### config.mk
export PLATFORM = sky130hd
export DESIGN_NAME = acc_rot_unit
export DESIGN_NICKNAME = d
export VERILOG_FILES = /design/src/rtl/rot_pkg.sv /design/src/rtl/byte_rotator.sv /design/src/rtl/digit_rotator.sv /design/src/rtl/rot_result_reg.sv /design/src/rtl/acc_rot_unit.sv
export SDC_FILE = /design/constraint.sdc
export NUM_CORES = 1
export LEC_CHECK = 0
export ABC_AREA = 1
export BUFFER_PORTS_ARGS = -buffer_cell sky130_fd_sc_hd__buf_2
export CAP_MARGIN = 40
export CORE_ASPECT_RATIO = 1.25
export CORE_UTILIZATION = 40
export CTS_BUF_LIST = sky130_fd_sc_hd__clkbuf_2 sky130_fd_sc_hd__clkbuf_4 sky130_fd_sc_hd__clkbuf_8
export CTS_CLUSTER_DIAMETER = 30
export DETAILED_ROUTE_END_ITERATION = 7
export GPL_ROUTABILITY_DRIVEN = 0
export GPL_TIMING_DRIVEN = 0
export PLACE_DENSITY = 0.72
export SLEW_MARGIN = 15
export SYNTH_ARGS = -nofsm -noshare
export SYNTH_HDL_FRONTEND = slang
export SYNTH_SLANG_ARGS = --single-unit
### constraint.sdc
create_clock -name clk -period 1.9 [get_ports clk]
set_input_delay 0.19 -clock clk [delete_from_list [all_inputs] [get_ports clk]]
set_output_delay 0.19 -clock clk [all_outputs]
set_load 0.05 [all_outputs]
### src/rtl/rot_pkg.sv
package rot_pkg;
  typedef enum logic [2:0] {
    OP_ROR  = 3'd0,
    OP_ROL  = 3'd1,
    OP_RORC = 3'd2,
    OP_ROLC = 3'd3,
    OP_DIGR = 3'd4,
    OP_DIGL = 3'd5
  } rot_op_e;

  function automatic logic op_is_byte(input logic [2:0] op);
    return (op == OP_ROR) || (op == OP_ROL) || (op == OP_RORC) || (op == OP_ROLC);
  endfunction

  function automatic logic op_is_digit(input logic [2:0] op);
    return (op == OP_DIGR) || (op == OP_DIGL);
  endfunction
endpackage

### src/rtl/byte_rotator.sv
module byte_rotator #(
  parameter int DATA_W = 8
) (
  input  logic [DATA_W-1:0] acc_i,
  input  logic              cy_i,
  input  logic              left_i,
  input  logic              thru_cy_i,
  output logic [DATA_W-1:0] acc_o,
  output logic              cy_o
);
  logic out_bit;
  logic in_bit;

  always_comb begin
    out_bit = left_i ? acc_i[DATA_W-1] : acc_i[0];
    in_bit  = thru_cy_i ? cy_i : out_bit;
    if (left_i) acc_o = {acc_i[DATA_W-2:0], in_bit};
    else        acc_o = {in_bit, acc_i[DATA_W-1:1]};
    cy_o = out_bit;
  end
endmodule

### src/rtl/digit_rotator.sv
module digit_rotator #(
  parameter int DATA_W = 8
) (
  input  logic [DATA_W-1:0] acc_i,
  input  logic [DATA_W-1:0] mem_i,
  input  logic              left_i,
  output logic [DATA_W-1:0] acc_o,
  output logic [DATA_W-1:0] mem_o
);
  localparam int NIB_W = DATA_W / 2;

  logic [NIB_W-1:0] a_lo, a_hi, m_lo, m_hi;

  always_comb begin
    a_lo = acc_i[NIB_W-1:0];
    a_hi = acc_i[DATA_W-1:NIB_W];
    m_lo = mem_i[NIB_W-1:0];
    m_hi = mem_i[DATA_W-1:NIB_W];
    if (left_i) begin
      acc_o = {a_hi, m_hi};
      mem_o = {m_lo, a_lo};
    end else begin
      acc_o = {a_hi, m_lo};
      mem_o = {a_lo, m_hi};
    end
  end
endmodule

### src/rtl/rot_result_reg.sv
module rot_result_reg #(
  parameter int DATA_W = 8
) (
  input  logic              clk,
  input  logic              rst,
  input  logic              ld_acc,
  input  logic              ld_mem,
  input  logic [DATA_W-1:0] acc_d,
  input  logic              cy_d,
  input  logic [DATA_W-1:0] mem_d,
  output logic [DATA_W-1:0] acc_q,
  output logic              cy_q,
  output logic [DATA_W-1:0] mem_q,
  output logic              we_q
);
  always_ff @(posedge clk) begin
    if (rst) begin
      acc_q <= '0;
      cy_q  <= 1'b0;
      mem_q <= '0;
      we_q  <= 1'b0;
    end else begin
      we_q <= ld_mem;
      if (ld_acc) begin
        acc_q <= acc_d;
        cy_q  <= cy_d;
      end
      if (ld_mem) mem_q <= mem_d;
    end
  end
endmodule

### src/rtl/acc_rot_unit.sv
module acc_rot_unit
  import rot_pkg::*;
#(
  parameter int DATA_W = 8
) (
  input  logic              clk,
  input  logic              rst,
  input  logic              op_valid,
  input  logic [2:0]        op_sel,
  input  logic [DATA_W-1:0] acc_in,
  input  logic              cy_in,
  input  logic [DATA_W-1:0] mem_in,
  output logic [DATA_W-1:0] acc_out,
  output logic              cy_out,
  output logic [DATA_W-1:0] mem_out,
  output logic              mem_we
);
  logic              is_byte, is_digit;
  logic [DATA_W-1:0] br_acc, dr_acc, dr_mem, nxt_acc;
  logic              br_cy, nxt_cy;

  assign is_byte  = op_valid && op_is_byte(op_sel);
  assign is_digit = op_valid && op_is_digit(op_sel);

  byte_rotator #(.DATA_W(DATA_W)) u_brot (
    .acc_i     (acc_in),
    .cy_i      (cy_in),
    .left_i    (op_sel[0]),
    .thru_cy_i (op_sel[1]),
    .acc_o     (br_acc),
    .cy_o      (br_cy)
  );

  digit_rotator #(.DATA_W(DATA_W)) u_drot (
    .acc_i  (acc_in),
    .mem_i  (mem_in),
    .left_i (op_sel[0]),
    .acc_o  (dr_acc),
    .mem_o  (dr_mem)
  );

  always_comb begin
    nxt_acc = is_digit ? dr_acc : br_acc;
    nxt_cy  = is_digit ? cy_in  : br_cy;
  end

  rot_result_reg #(.DATA_W(DATA_W)) u_res (
    .clk    (clk),
    .rst    (rst),
    .ld_acc (is_byte || is_digit),
    .ld_mem (is_digit),
    .acc_d  (nxt_acc),
    .cy_d   (nxt_cy),
    .mem_d  (dr_mem),
    .acc_q  (acc_out),
    .cy_q   (cy_out),
    .mem_q  (mem_out),
    .we_q   (mem_we)
  );
endmodule

**Word-level counts from Yosys, hierarchy flattened**

Index checks and enable logic that the tools add are counted.

- Equal/unequal tests: 5
- Reduce and logical (&&, ||, !) cells: 8
- Bitwise operators: 0
- Shift operators: 0
- $mul: 0
- Muxes and demuxes: 7
- Divide/modulo/power cells: 0
- Magnitude comparators: 0
- $add $sub $neg: 0

Operator list:

| kind | count |
|---|---|
| two-way mux 8 bit | 3 |
| == test 3 x 2 -> 1 bit, second input constant | 2 |
| == test 3 bit, second input constant | 2 |
| logical OR 1 bit | 5 |
| two-way mux 4 bit | 1 |
| == test 3 x 1 -> 1 bit, second input constant | 1 |
| zero test 3 bit | 1 |
| two-way mux 1 bit | 3 |
| logical AND 1 bit | 2 |

- Output and inout port bits: 18
- Flip-flop bits (word level): 18
- Memories: 0
- ROM bits: 0
- Memory bits (writable): 0
- Latch bits: 0

**Longest topological paths before layout**

- Depth in word-level cells: 6
- Mapped depth: 8
- Mapped depth without buffers: 7

**Hierarchy**

A second synthesis with hierarchy kept.

- Cells, all modules: 217
- Area total of the unflattened synthesis: 1312.5 µm²

By module, submodules not included:

| module | area an instance (µm²) | cells each | sequential area each (µm²) | times used |
|---|---|---|---|---|
| rot_result_reg | 812.0 | 111 | 360.3 | 1 |
| digit_rotator | 187.7 | 43 | 0.0 | 1 |
| acc_rot_unit | 161.4 | 33 | 0.0 | 1 |
| byte_rotator | 151.4 | 30 | 0.0 | 1 |

**Worst setup path before layout**

Ideal clock, no wire load.

- Path kind: reg-to-reg
- Start: register, netlist name u_res.mem_q[4]
- End: register u_res.mem_q[4]
- Library setup time: 74 ps
- Slack: 936 ps
- Arrival time: 890 ps
- Stages on the path, launching flop included: 3
- Clock period less this slack: 964 ps
- Path through: dfxtp_1 -> o21ai_0 -> a31oi_1

RTL lines:

| element | line | text |
|---|---|---|
| end signal: assignment | rot_result_reg.sv:28 | `if (ld_mem) mem_q <= mem_d;` |
| end: declaration | rot_result_reg.sv:13 | `output logic [DATA_W-1:0] mem_q,` |

**Final worst setup path**

- Start: register u_res.acc_q[2]
- End: output port acc_out[2]

RTL lines:

| element | line | text |
|---|---|---|
| start: declaration | rot_result_reg.sv:11 | `output logic [DATA_W-1:0] acc_q,` |
| start signal: assignment | rot_result_reg.sv:18 | `acc_q <= '0;` |
| start signal: assignment | rot_result_reg.sv:25 | `acc_q <= acc_d;` |
| end: declaration | acc_rot_unit.sv:13 | `output logic [DATA_W-1:0] acc_out,` |

No word-level cell between the ends.

==> flow_summary.ini <==
[global_routing]
grt_use_total_pct = 20.8
grt_pass1_wl_um = 4100
grt-ovfl-total = 0
grt_pass1_vias = 980
grt_antenna_before_repair = 0
grt_start_max_net_pins = 11

[yosys]
synth_mux_area_share_pct = 0
ys_ff_latch = 18
synth_area_leaders = dfxtp_1 37%, nand2_1 20%, buf_6 8.1%
syn_inst = 141
synth-compound-area-share_pct = 19.6
synth.distinct_cells = 18
synth_top_cell_by_area = dfxtp_1
yosysWarnings = 0
avgSynthCellArea_um2 = 6.88
synth_xor_area_share_pct = 0
yosys.area_share.simple_pct = 30.2
postSynthNetCount = 164
ys_seq_area_share_pct = 37.2
synth_top_family_by_area = simple AND/OR/NAND/NOR gates
netlist.area_leader.share_pct = 37.2
syn_area_um2 = 970
synth-adder-area-share_pct = 0

[sta]
finClkSkew_ps = 0
final.setup.tns_ps = 0
rsz0062_at_grt = no
hold_viol_final = 0
setup_viol = 0
period_minus_slack_ps = 1110
fmax_mhz = 899
worst-slew-pin-transition_ps = 254
fin_crit_sh_pct = 58.6
finalMaxSlewViolations = 0
slew_headroom_pct = 83.2
worst_slack_ps = 787

[cts]
numCtsBuffers = 3
cts_sinks = 18
cts_setup_buffers = 0
cts_tree = built
clock-root-buffer = clkbuf_4
postCtsHoldBufs = 0
cts_max_path_buffers = 2
postCtsResizedCells = 0
clkTransAtPathRegs_ps = 120
htree_num_levels = 1
insertion_delay_ps = 300

[routing]
drt_iter0_drc = 35
drc = 0
detail_route.wl_per_cell_um = 11.9
first_pass_iters = 5
via_count = 1083
ant_nets = 0
wirelength_um = 2550
via_per_inst = 5.04

[critical_path]
arrival_ps = 920
worstSetupEndpointType = primary output
cpPeakStageDelay_ps = 360
worstPathBufferInverterCount = 1
reg2reg_depth = 2
crit_fanout = 2
reg2reg_slack_ps = 1230
start_kind = flip-flop
crit_start = u_res.acc_q[2]
worst_path_dominant_cell_family = flip-flops
regToRegStartpoint = u_res.acc_q[4]
path_class = reg -> out
worstPathRequired_ps = 1710
reg2reg_to = u_res.acc_q[4]
path_cells = buf_2
crit_slowest_cell = dfxtp_1

[placed_design]
dp_hpwl_um = 1930
place_ws_ps = 782
port_buffers = 39

[floorplan]
dieArea_um2 = 2630
core_region_area_um2 = 2230
start_util_pct = 43.4
fp.dieH_um = 57.1
rows = 19
ioPinCount = 41
dieWidth_um = 46.0

[power_and_ir_drop]
p_leak_nw = 0.663
vdd_drop_max_mv = 0.491
power.density_nw_per_um2 = 741

[cells_and_area]
syn_to_final_growth_pct = 27.9
fin_util_pct = 55.5
layout-drive-gt1-share_pct = 32.1
layout_common_cells = 52 x nand2_1, 39 x buf_2, 18 x dfxtp_1
finalNetCount = 208
final_common_cell = nand2_1
antennaDiodeCount = 0

[run_status]
status = finished, final reports clean

[job]
cap_viol_max_count = 0

[worst_hold_path]
hold_depth = 2
hp-class = in -> reg
worstHoldStart = rst
holdPathEnd = u_res.acc_q[0]
how the worst max path moves through the flow:
stage | cells past startpoint | to | slack, ps
finish | 1 | acc_out[2] | 790
floorplan | 2 | u_res.mem_q[4] | 940
CTS | 1 | acc_out[2] | 790
global route | 1 | acc_out[2] | 730
detailed placement | 8 | u_res.acc_q[1] | 780
global placement | 8 | u_res.acc_q[1] | 830
power breakdown:
group | internal (mW) | leakage, nW | total (mW) | switching [mW]
clock network | 0.117 | 0.0210 | 0.245 | 0.128
registers | 0.401 | 0.148 | 0.411 | 0.0102
logic | 0.0814 | 0.494 | 0.263 | 0.182
total | 0.599 | 0.663 | 0.919 | 0.320
registers in the layout (all words and copies together) (netlist names):
register     cells
u_res.mem_q      8
u_res.acc_q      8
u_res.we_q       1
u_res.cy_q       1
cells in the mapped netlist (all sizes together):
master  number
nand2       54
dfxtp       18
o21ai       16
nand3       11
inv         10
a31oi        9
a21oi        7
buf          7
nor2         5
o211ai       2
clkbuf       1
or2          1
routing by layer:
| metal | routed length [um] | GRT usage (%) | part of all wire, % |
|---|---|---|---|
| met5 | 0 | 0 | 0 |
| met4 | 36 | 6.30 | 1.4 |
| met3 | 164 | 2.85 | 6.4 |
| met2 | 1200 | 34.6 | 47 |
| met1 | 1150 | 27.1 | 45 |
cell families (layout without fill, tap and decap cells):
group	after synthesis	in the layout
and+or+nand+nor	71	71
buffers and inverters	18	61
DFF	18	18
AOI/OAI and AO/OA	34	34
metrics by stage:
step | instance area [um^2] | hold slack (ps) | std cells | total power [mW]
floorplan | 970 | 252 | 141 | 0.606
global placement | 1200 | 418 | 211 | 0.678
detailed placement | 1200 | 422 | 211 | 0.681
CTS | 1240 | 97.9 | 215 | 0.923
global route | 1240 | 99.8 | 215 | 0.966
finish | 1240 | 104 | 215 | 0.919
cell type report:
cell class,count,area [um^2]
Sequential cell,18,360
Buffer,8,83.8
Timing Repair Buffer,39,195
Inverter,10,42.5
Multi-Input combinational cell,105,483
Fill cell,243,995
Tap cell,31,38.8
Clock buffer,4,36.3
No activity file was read; power rests on OpenSTA's default activity.
